<file path="src/rtl/stk_alu.sv">
module stk_alu #(
  parameter int DEPTH = 16,
  localparam int DW = 32,
  localparam int PW = (DEPTH > 1) ? $clog2(DEPTH) : 1,
  localparam int CW = $clog2(DEPTH + 1)
) (
  input  logic          clk,
  input  logic          rst_n,
  input  logic          op_valid,
  input  logic [7:0]    op_code,
  input  logic          push_valid,
  input  logic [DW-1:0] push_data,
  output logic [DW-1:0] tos,
  output logic [CW-1:0] depth,
  output logic          ovf,
  output logic          unf
);

  localparam logic [CW-1:0] FULL = CW'(DEPTH);

  logic [DW-1:0] stk [DEPTH];
  logic [CW-1:0] cnt, ia, ib;
  logic [DW-1:0] a, b, res, rev;
  logic          two, one, full;
  logic          wr_en, cnt_inc, cnt_dec, set_ovf, set_unf;
  logic [CW-1:0] wr_idx;
  logic [DW-1:0] wr_data;

  assign ia   = cnt - 1'b1;
  assign ib   = cnt - 2'd2;
  assign full = (cnt == FULL);
  assign a    = (cnt != '0) ? stk[ia[PW-1:0]] : '0;
  assign b    = (cnt > 1)   ? stk[ib[PW-1:0]] : '0;

  assign tos   = a;
  assign depth = cnt;

  always_comb begin
    for (int j = 0; j < DW; j++) rev[j] = a[DW-1-j];
  end

  always_comb begin
    two = 1'b1;
    one = 1'b0;
    res = '0;
    case (op_code)
      8'h05: res = a + b;
      8'h06: res = a & b;
      8'h07: res = a | b;
      8'h32: res = a ^ b;
      8'h31: res = b - a;
      8'h2E: res = {31'b0, a == b};
      8'h2F: res = {31'b0, a != b};
      8'h24: res = {31'b0, $signed(a) <  $signed(b)};
      8'h25: res = {31'b0, $signed(a) <= $signed(b)};
      8'h26: res = {31'b0, a <  b};
      8'h27: res = {31'b0, a <= b};
      8'h3E: res = a[15:0] * b[15:0];
      8'h2B: res = b << a[5:0];
      8'h2C: res = $unsigned($signed(b) >>> a[5:0]);
      8'h09: begin two = 1'b0; one = 1'b1; res = ~a; end
      8'h30: begin two = 1'b0; one = 1'b1; res = -a; end
      8'h0A: begin two = 1'b0; one = 1'b1; res = rev; end
      8'h28: begin two = 1'b0; one = 1'b1; res = {a[15:0], a[31:16]}; end
      default: two = 1'b0;
    endcase
  end

  always_comb begin
    wr_en   = 1'b0;
    wr_idx  = cnt;
    wr_data = push_data;
    cnt_inc = 1'b0;
    cnt_dec = 1'b0;
    set_ovf = 1'b0;
    set_unf = 1'b0;
    if (push_valid) begin
      if (full) set_ovf = 1'b1;
      else begin
        wr_en   = 1'b1;
        cnt_inc = 1'b1;
      end
    end else if (op_valid) begin
      if (two) begin
        if (cnt < 2) set_unf = 1'b1;
        else begin
          wr_en   = 1'b1;
          wr_idx  = ib;
          wr_data = res;
          cnt_dec = 1'b1;
        end
      end else if (one) begin
        if (cnt == '0) set_unf = 1'b1;
        else begin
          wr_en   = 1'b1;
          wr_idx  = ia;
          wr_data = res;
        end
      end
    end
  end

  always_ff @(posedge clk) begin
    if (wr_en) stk[wr_idx[PW-1:0]] <= wr_data;
  end

  always_ff @(posedge clk or negedge rst_n) begin
    if (!rst_n) begin
      cnt <= '0;
      ovf <= 1'b0;
      unf <= 1'b0;
    end else begin
      if (cnt_inc) cnt <= cnt + 1'b1;
      else if (cnt_dec) cnt <= cnt - 1'b1;
      if (set_ovf) ovf <= 1'b1;
      if (set_unf) unf <= 1'b1;
    end
  end

endmodule

</file>
<file path="config.mk">
export PLATFORM = sky130hd
export DESIGN_NAME = stk_alu
export DESIGN_NICKNAME = d
export VERILOG_FILES = /design/src/rtl/stk_alu.sv
export SDC_FILE = /design/constraint.sdc
export NUM_CORES = 2
export LEC_CHECK = 0
export BUFFER_PORTS_ARGS = -buffer_cell sky130_fd_sc_hd__buf_2
export CAP_MARGIN = 30
export CORE_ASPECT_RATIO = 0.7
export CORE_UTILIZATION = 60
export DETAILED_ROUTE_END_ITERATION = 6
export PLACE_DENSITY = 0.77
export SYNTH_ARGS = -nofsm -noshare
export SYNTH_HDL_FRONTEND = slang
export SYNTH_SLANG_ARGS = --single-unit
</file>
<file path="constraint.sdc">
create_clock -name clk -period 15.2 [get_ports clk]
set_input_delay 1.52 -clock clk [delete_from_list [all_inputs] [get_ports clk]]
set_output_delay 1.52 -clock clk [all_outputs]
set_load 0.02 [all_outputs]
</file>
### Word-level counts from Yosys, hierarchy flattened

Memories as Yosys holds them, arrays and structs flattened.
Index checks and enable logic that the tools add are counted.

* bits in registers: 7
* bits in writable memories: 512
* bits of input ports: 44
* output and inout bits: 39
* memories kept: 1

* add/subtract/negate cells: 6
* multipliers: 1
* $lt $le $gt $ge: 6
* eq/ne operators: 21
* shift-type cells: 2
* muxes and demuxes: 40
* bitwise gates (word level): 4
* reduce and logical (&&, ||, !) cells: 5

Memory list
* stk: words 16, width 32, rd ports 2, clocked after memory_dff 0, write ports 1, line 21 `logic [DW-1:0] stk [DEPTH];`

Operator list (count)
* 32-bit case mux with 18 select lines: 1
* 32-bit 2-to-1 mux: 8
* 8-bit by 6-bit equality test with 1-bit output (second input constant): 13
* 32-bit <= comparator: 2
* 32-bit less-than comparator: 2
* 32-bit adder: 1
* 32-bit AND: 1
* 32-bit equality test: 1
* 16-bit by 16-bit multiplier with 32-bit output: 1
* 32-bit != test: 1
* 32-bit negation: 1
* 32-bit NOT: 1
* 32-bit bitwise OR: 1
* 32-bit by 6-bit left shift with 32-bit output: 1
* 32-bit by 6-bit >>> shifter with 32-bit output: 1
* 32-bit subtractor: 1
* 32-bit XOR: 1
* 8-bit by 3-bit equality test with 1-bit output (second input constant): 3
* 4-bit 2-to-1 mux: 6
* 1-bit 2-to-1 mux: 23
* 8-bit by 4-bit equality test with 1-bit output (second input constant): 2
* 14-bit OR reduction: 1
* 5-bit 2-to-1 mux: 2
* 5-bit by 1-bit adder with 5-bit output (second input constant): 1
* 9 further kinds: 9

### Longest topological paths before layout

An unclocked memory read counts as a cell.

* depth after elaboration: 10
* gate-level depth with buffers: 47
* depth with buffers taken out: 32

### Least setup slack after synthesis

OpenSTA, ideal clock, no wires.

* path type: register -> register
* start: register cnt[0] (netlist: depth[0])
* end: memory stk[0][24], data pin
* data arrival time: 10405 ps
* required time: 14898 ps
* slack: 4493 ps
* stages on the path, launching flop included: 44
* path buffers: 16
* cell sequence: dfrtp_1 buf_6 buf_8 buf_8 buf_8 buf_6 buf_6 buf_6 buf_2 inv_1 ha_1 buf_4 buf_2 buf_6 mux4_2 mux2i_1 o22a_1 buf_2 (+8 left out) fa_1 fa_1 inv_1 fa_1 inv_1 fa_1 inv_1 ha_1 inv_1 or3_1 nand4bb_1 nand3_1 or3_1 a41o_1 o41ai_1 xnor2_1 a2111oi_0 a31oi_1

* word-level cells in the longest chain between the ends: 10

Ends and longest elaborated chain
* from (decl): line 22 `logic [CW-1:0] cnt, ia, ib;`
* from (signal assigned): line 113 `if (cnt_inc) cnt <= cnt + 1'b1;`
* from (signal assigned): line 114 `else if (cnt_dec) cnt <= cnt - 1'b1;`
* 5-bit by 1-bit subtractor with 5-bit output or 4-bit by 2-bit subtractor with 4-bit output (tied branches)
* memory read 16 x 32 bit
* 32-bit 2-to-1 mux, on equally long branches: line 32, 33
* 16-bit by 16-bit multiplier with 32-bit output, or another cell as far along: line 58 `8'h3E: res = a[15:0] * b[15:0];`
* 32-bit case mux with 18 select lines: line 46 `case (op_code)`
* 32-bit 2-to-1 mux: line 93 `if (cnt == '0) set_unf = 1'b1;`
* 32-bit 2-to-1 mux: line 92 `end else if (one) begin`
* 32-bit 2-to-1 mux (*): line 84 `if (two) begin`
* 32-bit 2-to-1 mux (*): line 83 `end else if (op_valid) begin`
* 32-bit 2-to-1 mux (*): line 77 `if (push_valid) begin`
* net wr_data[24]: line 27 `logic [DW-1:0] wr_data;`
* to (decl): line 21

Mark *: on every way through the listed nets, which the timed path passes. The rest lies on a longest branch.

### Worst setup path in the final report

* start: register cnt[0] (netlist: depth[0])
* end: memory stk[10][31], data pin

Same word-level chain as after synthesis.

==> reports/qor.csv <==
stage,metric,value,unit
status,status,completed,
grt,grt_pass1_vias,35736,
die,start_util,61.21,%
clocking,postCtsHoldBufs,0,
synth,seq_area_frac_synth,35.17,%
drt,avgRoutedWirePerCell,39.34,um
timing,layout_min_cycle_time,12.15,ns
timing,finalSetupViolations,0,
synth,syn_area_per_cell,11.21,um2
synth,muxShareOfSynthArea,18.25,%
synth,synthSimpleGateAreaFrac,10.54,%
synth,synth.top_cells.by_area,"edfxtp_1, mux4_2, fa_1, ha_1, mux2i_1",
cells_and_area,regArea,15560,um2
critical_path,rr_endpoint,stk[10][31],
worst_hold_path,hold_start,ovf,
synth,synth_fa_ha_area_share,15.67,%
critical_path,regToRegSetupSlack,3.05,ns
synth,synth_top_area_share,34.78,%
grt,overflow,0,
timing,worst_pin_slew,1.157,ns
cells_and_area,syn_to_final_growth,6.325,%
cells_and_area,multiInputGateArea,26060,um2
synth,synth_top_family_by_area,multiplexers,
synth,synthDistinctLibCells,114,
clocking,cts_tree,built,
grt,grt_max_degree,131,
clocking,cts_sinks,519,
synth,synth_top_area_cell,edfxtp_1,
run,drv_cap,0,
die,rows,82,
die,die_y,229.1,um
die,ioPinCount,83,
clocking,post-cts-setup-buffers,0,
clocking,cts_made_buffers,42,
synth,synth_edf_count,512,
cells_and_area,fillers,5325,
clocking,cts_buffer_depth,3,
critical_path,worst_path_max_delay_cell,dfrtp_4,
synth,ys_ff_latch,519,
drt,initialDrtViolationCount,7544,
timing,slew_headroom,22.04,%
critical_path,worst-path-buf-inv,6,
critical_path,start_kind,register,
synth,synth_compound_area_share,12.57,%
critical_path,crit_path_end_kind,register,
critical_path,crit_required,15.44,ns
critical_path,r2r_cells,31,
cells_and_area,drive_above_1_share,16.73,%
timing,rsz0062_at_grt,false,
worst_hold_path,holdPathEnd,ovf,
place,hpwlAfterDp,140.0,mm
synth,postSynth.asyncResetShare,1.349,%
cells_and_area,stdcell_count,4957,
drt,vias_per_cell,7.761,
clocking,cts_root_buffer,clkbuf_16,
clocking,cts_resized,0,
die,fp.dieArea,74790,um2
drt,via_count,38471,
cells_and_area,final_nets,4435,
critical_path,slowest_delay,0.97,ns
synth,synth_flop_cell,edfxtp_1,
grt,antenna_found_initial,13,
synth,synth_xor_area_share,1.398,%
worst_hold_path,worstHoldPathType,register to register,
synth,synth_fp_nets,4424,
synth,yosysWarnings,0,
synth,syn-cell-area,44210,um2
timing,fin_crit_sh,79.92,%
drt,drc,0,
die,die_w,326.4,um
critical_path,regToRegStartpoint,depth[0],
synth,synthCells,3944,
place,numPortBuffers,82,
critical_path,crit_top_cell,fa_1,
worst_hold_path,whs_path_depth,1,
drt,firstDrtPassIters,7,
timing,drv_slew,0,
timing,fin_skew,0.02810,ns
critical_path,critPathArrivalTime,12.39,ns
critical_path,startpoint,depth[0],
critical_path,cp_top_family,adder cells,
critical_path,worstPathMaxFanout,46,
place,dp_cells,4868,
critical_path,critical_path_class,register to register,
die,core,72230,um2
place,gp_congestion,1.108,
timing,fmax,82.32,MHz
clocking,insertion_delay,0.61,ns
clocking,htreeDepth,2,
drt,final_antenna_net_count,0,
grt,gr-usage-all-layers,51.57,%
timing,hold_viol,0,
timing,tns,0,ns
drt,wirelength,195.0,mm
grt,grt_pass1_wl,270.5,mm
clocking,path_clk_slew,0.07,ns
## per-stage QoR
stage / setup WS, ns / hold slack (ns) / utilization (%) / area (um2)
detailed placement: 3.703 / 0.4406 / 63.27 / 45700
global placement: 3.874 / 0.4337 / 63.14 / 45610
finish: 3.052 / 0.4525 / 65.08 / 47010
floorplan: 4.493 / 0.5654 / - / 44210
CTS: 3.616 / 0.4556 / 64.98 / 46940
global route: 2.898 / 0.4962 / 65.07 / 47000
## Yosys cell counts (31+ instances only)
cell type  number
ha_1          240
edfxtp_1      512
nand2_1       373
nor2_1        319
mux2i_1       183
nand3_1        79
o21ai_0       147
clkbuf_1      143
o211ai_1       36
inv_1         324
fa_1          196
a31oi_1        31
nor3_1         66
o221ai_1       50
xnor2_1        54
buf_2          55
a211oi_1       34
mux4_2        252
a21oi_1       165
o22ai_1        41
a221oi_1       40
## worst max path at each step
| stage | slack, ns | endpoint | depth (start not counted) |
|---|---|---|---|
| 2_1_floorplan | 4.49 | stk[0][24] | 43 |
| 3_3_place_gp | 3.87 | stk[11][27] | 31 |
| 3_5_place_dp | 3.70 | stk[2][31] | 31 |
| 4_1_cts | 3.62 | stk[10][31] | 31 |
| 5_1_grt | 2.90 | stk[10][31] | 34 |
| 6_report | 3.05 | stk[10][31] | 31 |
## placed cells by master (no fill, tap or decap), types with 78 or more instances in the layout
cell type,n
fa_1,196
buf_4,148
buf_2,85
edfxtp_1,512
mux2i_1,183
nor2_1,299
a21oi_1,165
mux4_2,252
inv_1,323
nand3_1,78
ha_1,239
nand2_1,372
o21ai_0,146
## cells by family (layout without fill, tap and decap cells)
logic type,after synthesis,after routing
flip-flops,519,519
AO/OA/AOI/OAI,802,802
multiplexers,473,473
adder cells (fa/ha/maj),436,436
other,0,3
XOR/XNOR,68,68
buffers and inverters,621,665
AND/OR/NAND/NOR,1025,1025
## state kept, by name (all words and copies together), names as in the netlist
register,cells
stk,512
unf,1
depth,5
ovf,1
## cell type report
| cell class | instances | area share, % |
|---|---|---|
| Antenna cell | 3 | 0.01597 |
| Clock buffer | 56 | 2.348 |
| Clock inverter | 21 | 0.2768 |
| Inverter | 346 | 2.766 |
| Multi-Input combinational cell | 2804 | 55.44 |
| Sequential cell | 519 | 33.10 |
| Tap cell | 966 | 2.571 |
| Timing Repair Buffer | 242 | 3.490 |
## layer usage
metal,vias to the layer above,GRT usage [%],part of all wire (%)
li1,14756,-,-
met1,18788,73.26,37
met2,4221,64.70,37
met3,694,30.11,21
met4,12,16.98,4.5
met5,-,0,0.059
Power is left out: the tool's default activity adds up to more than one toggle a clock period on the data nets, which glitch-free logic cannot reach.
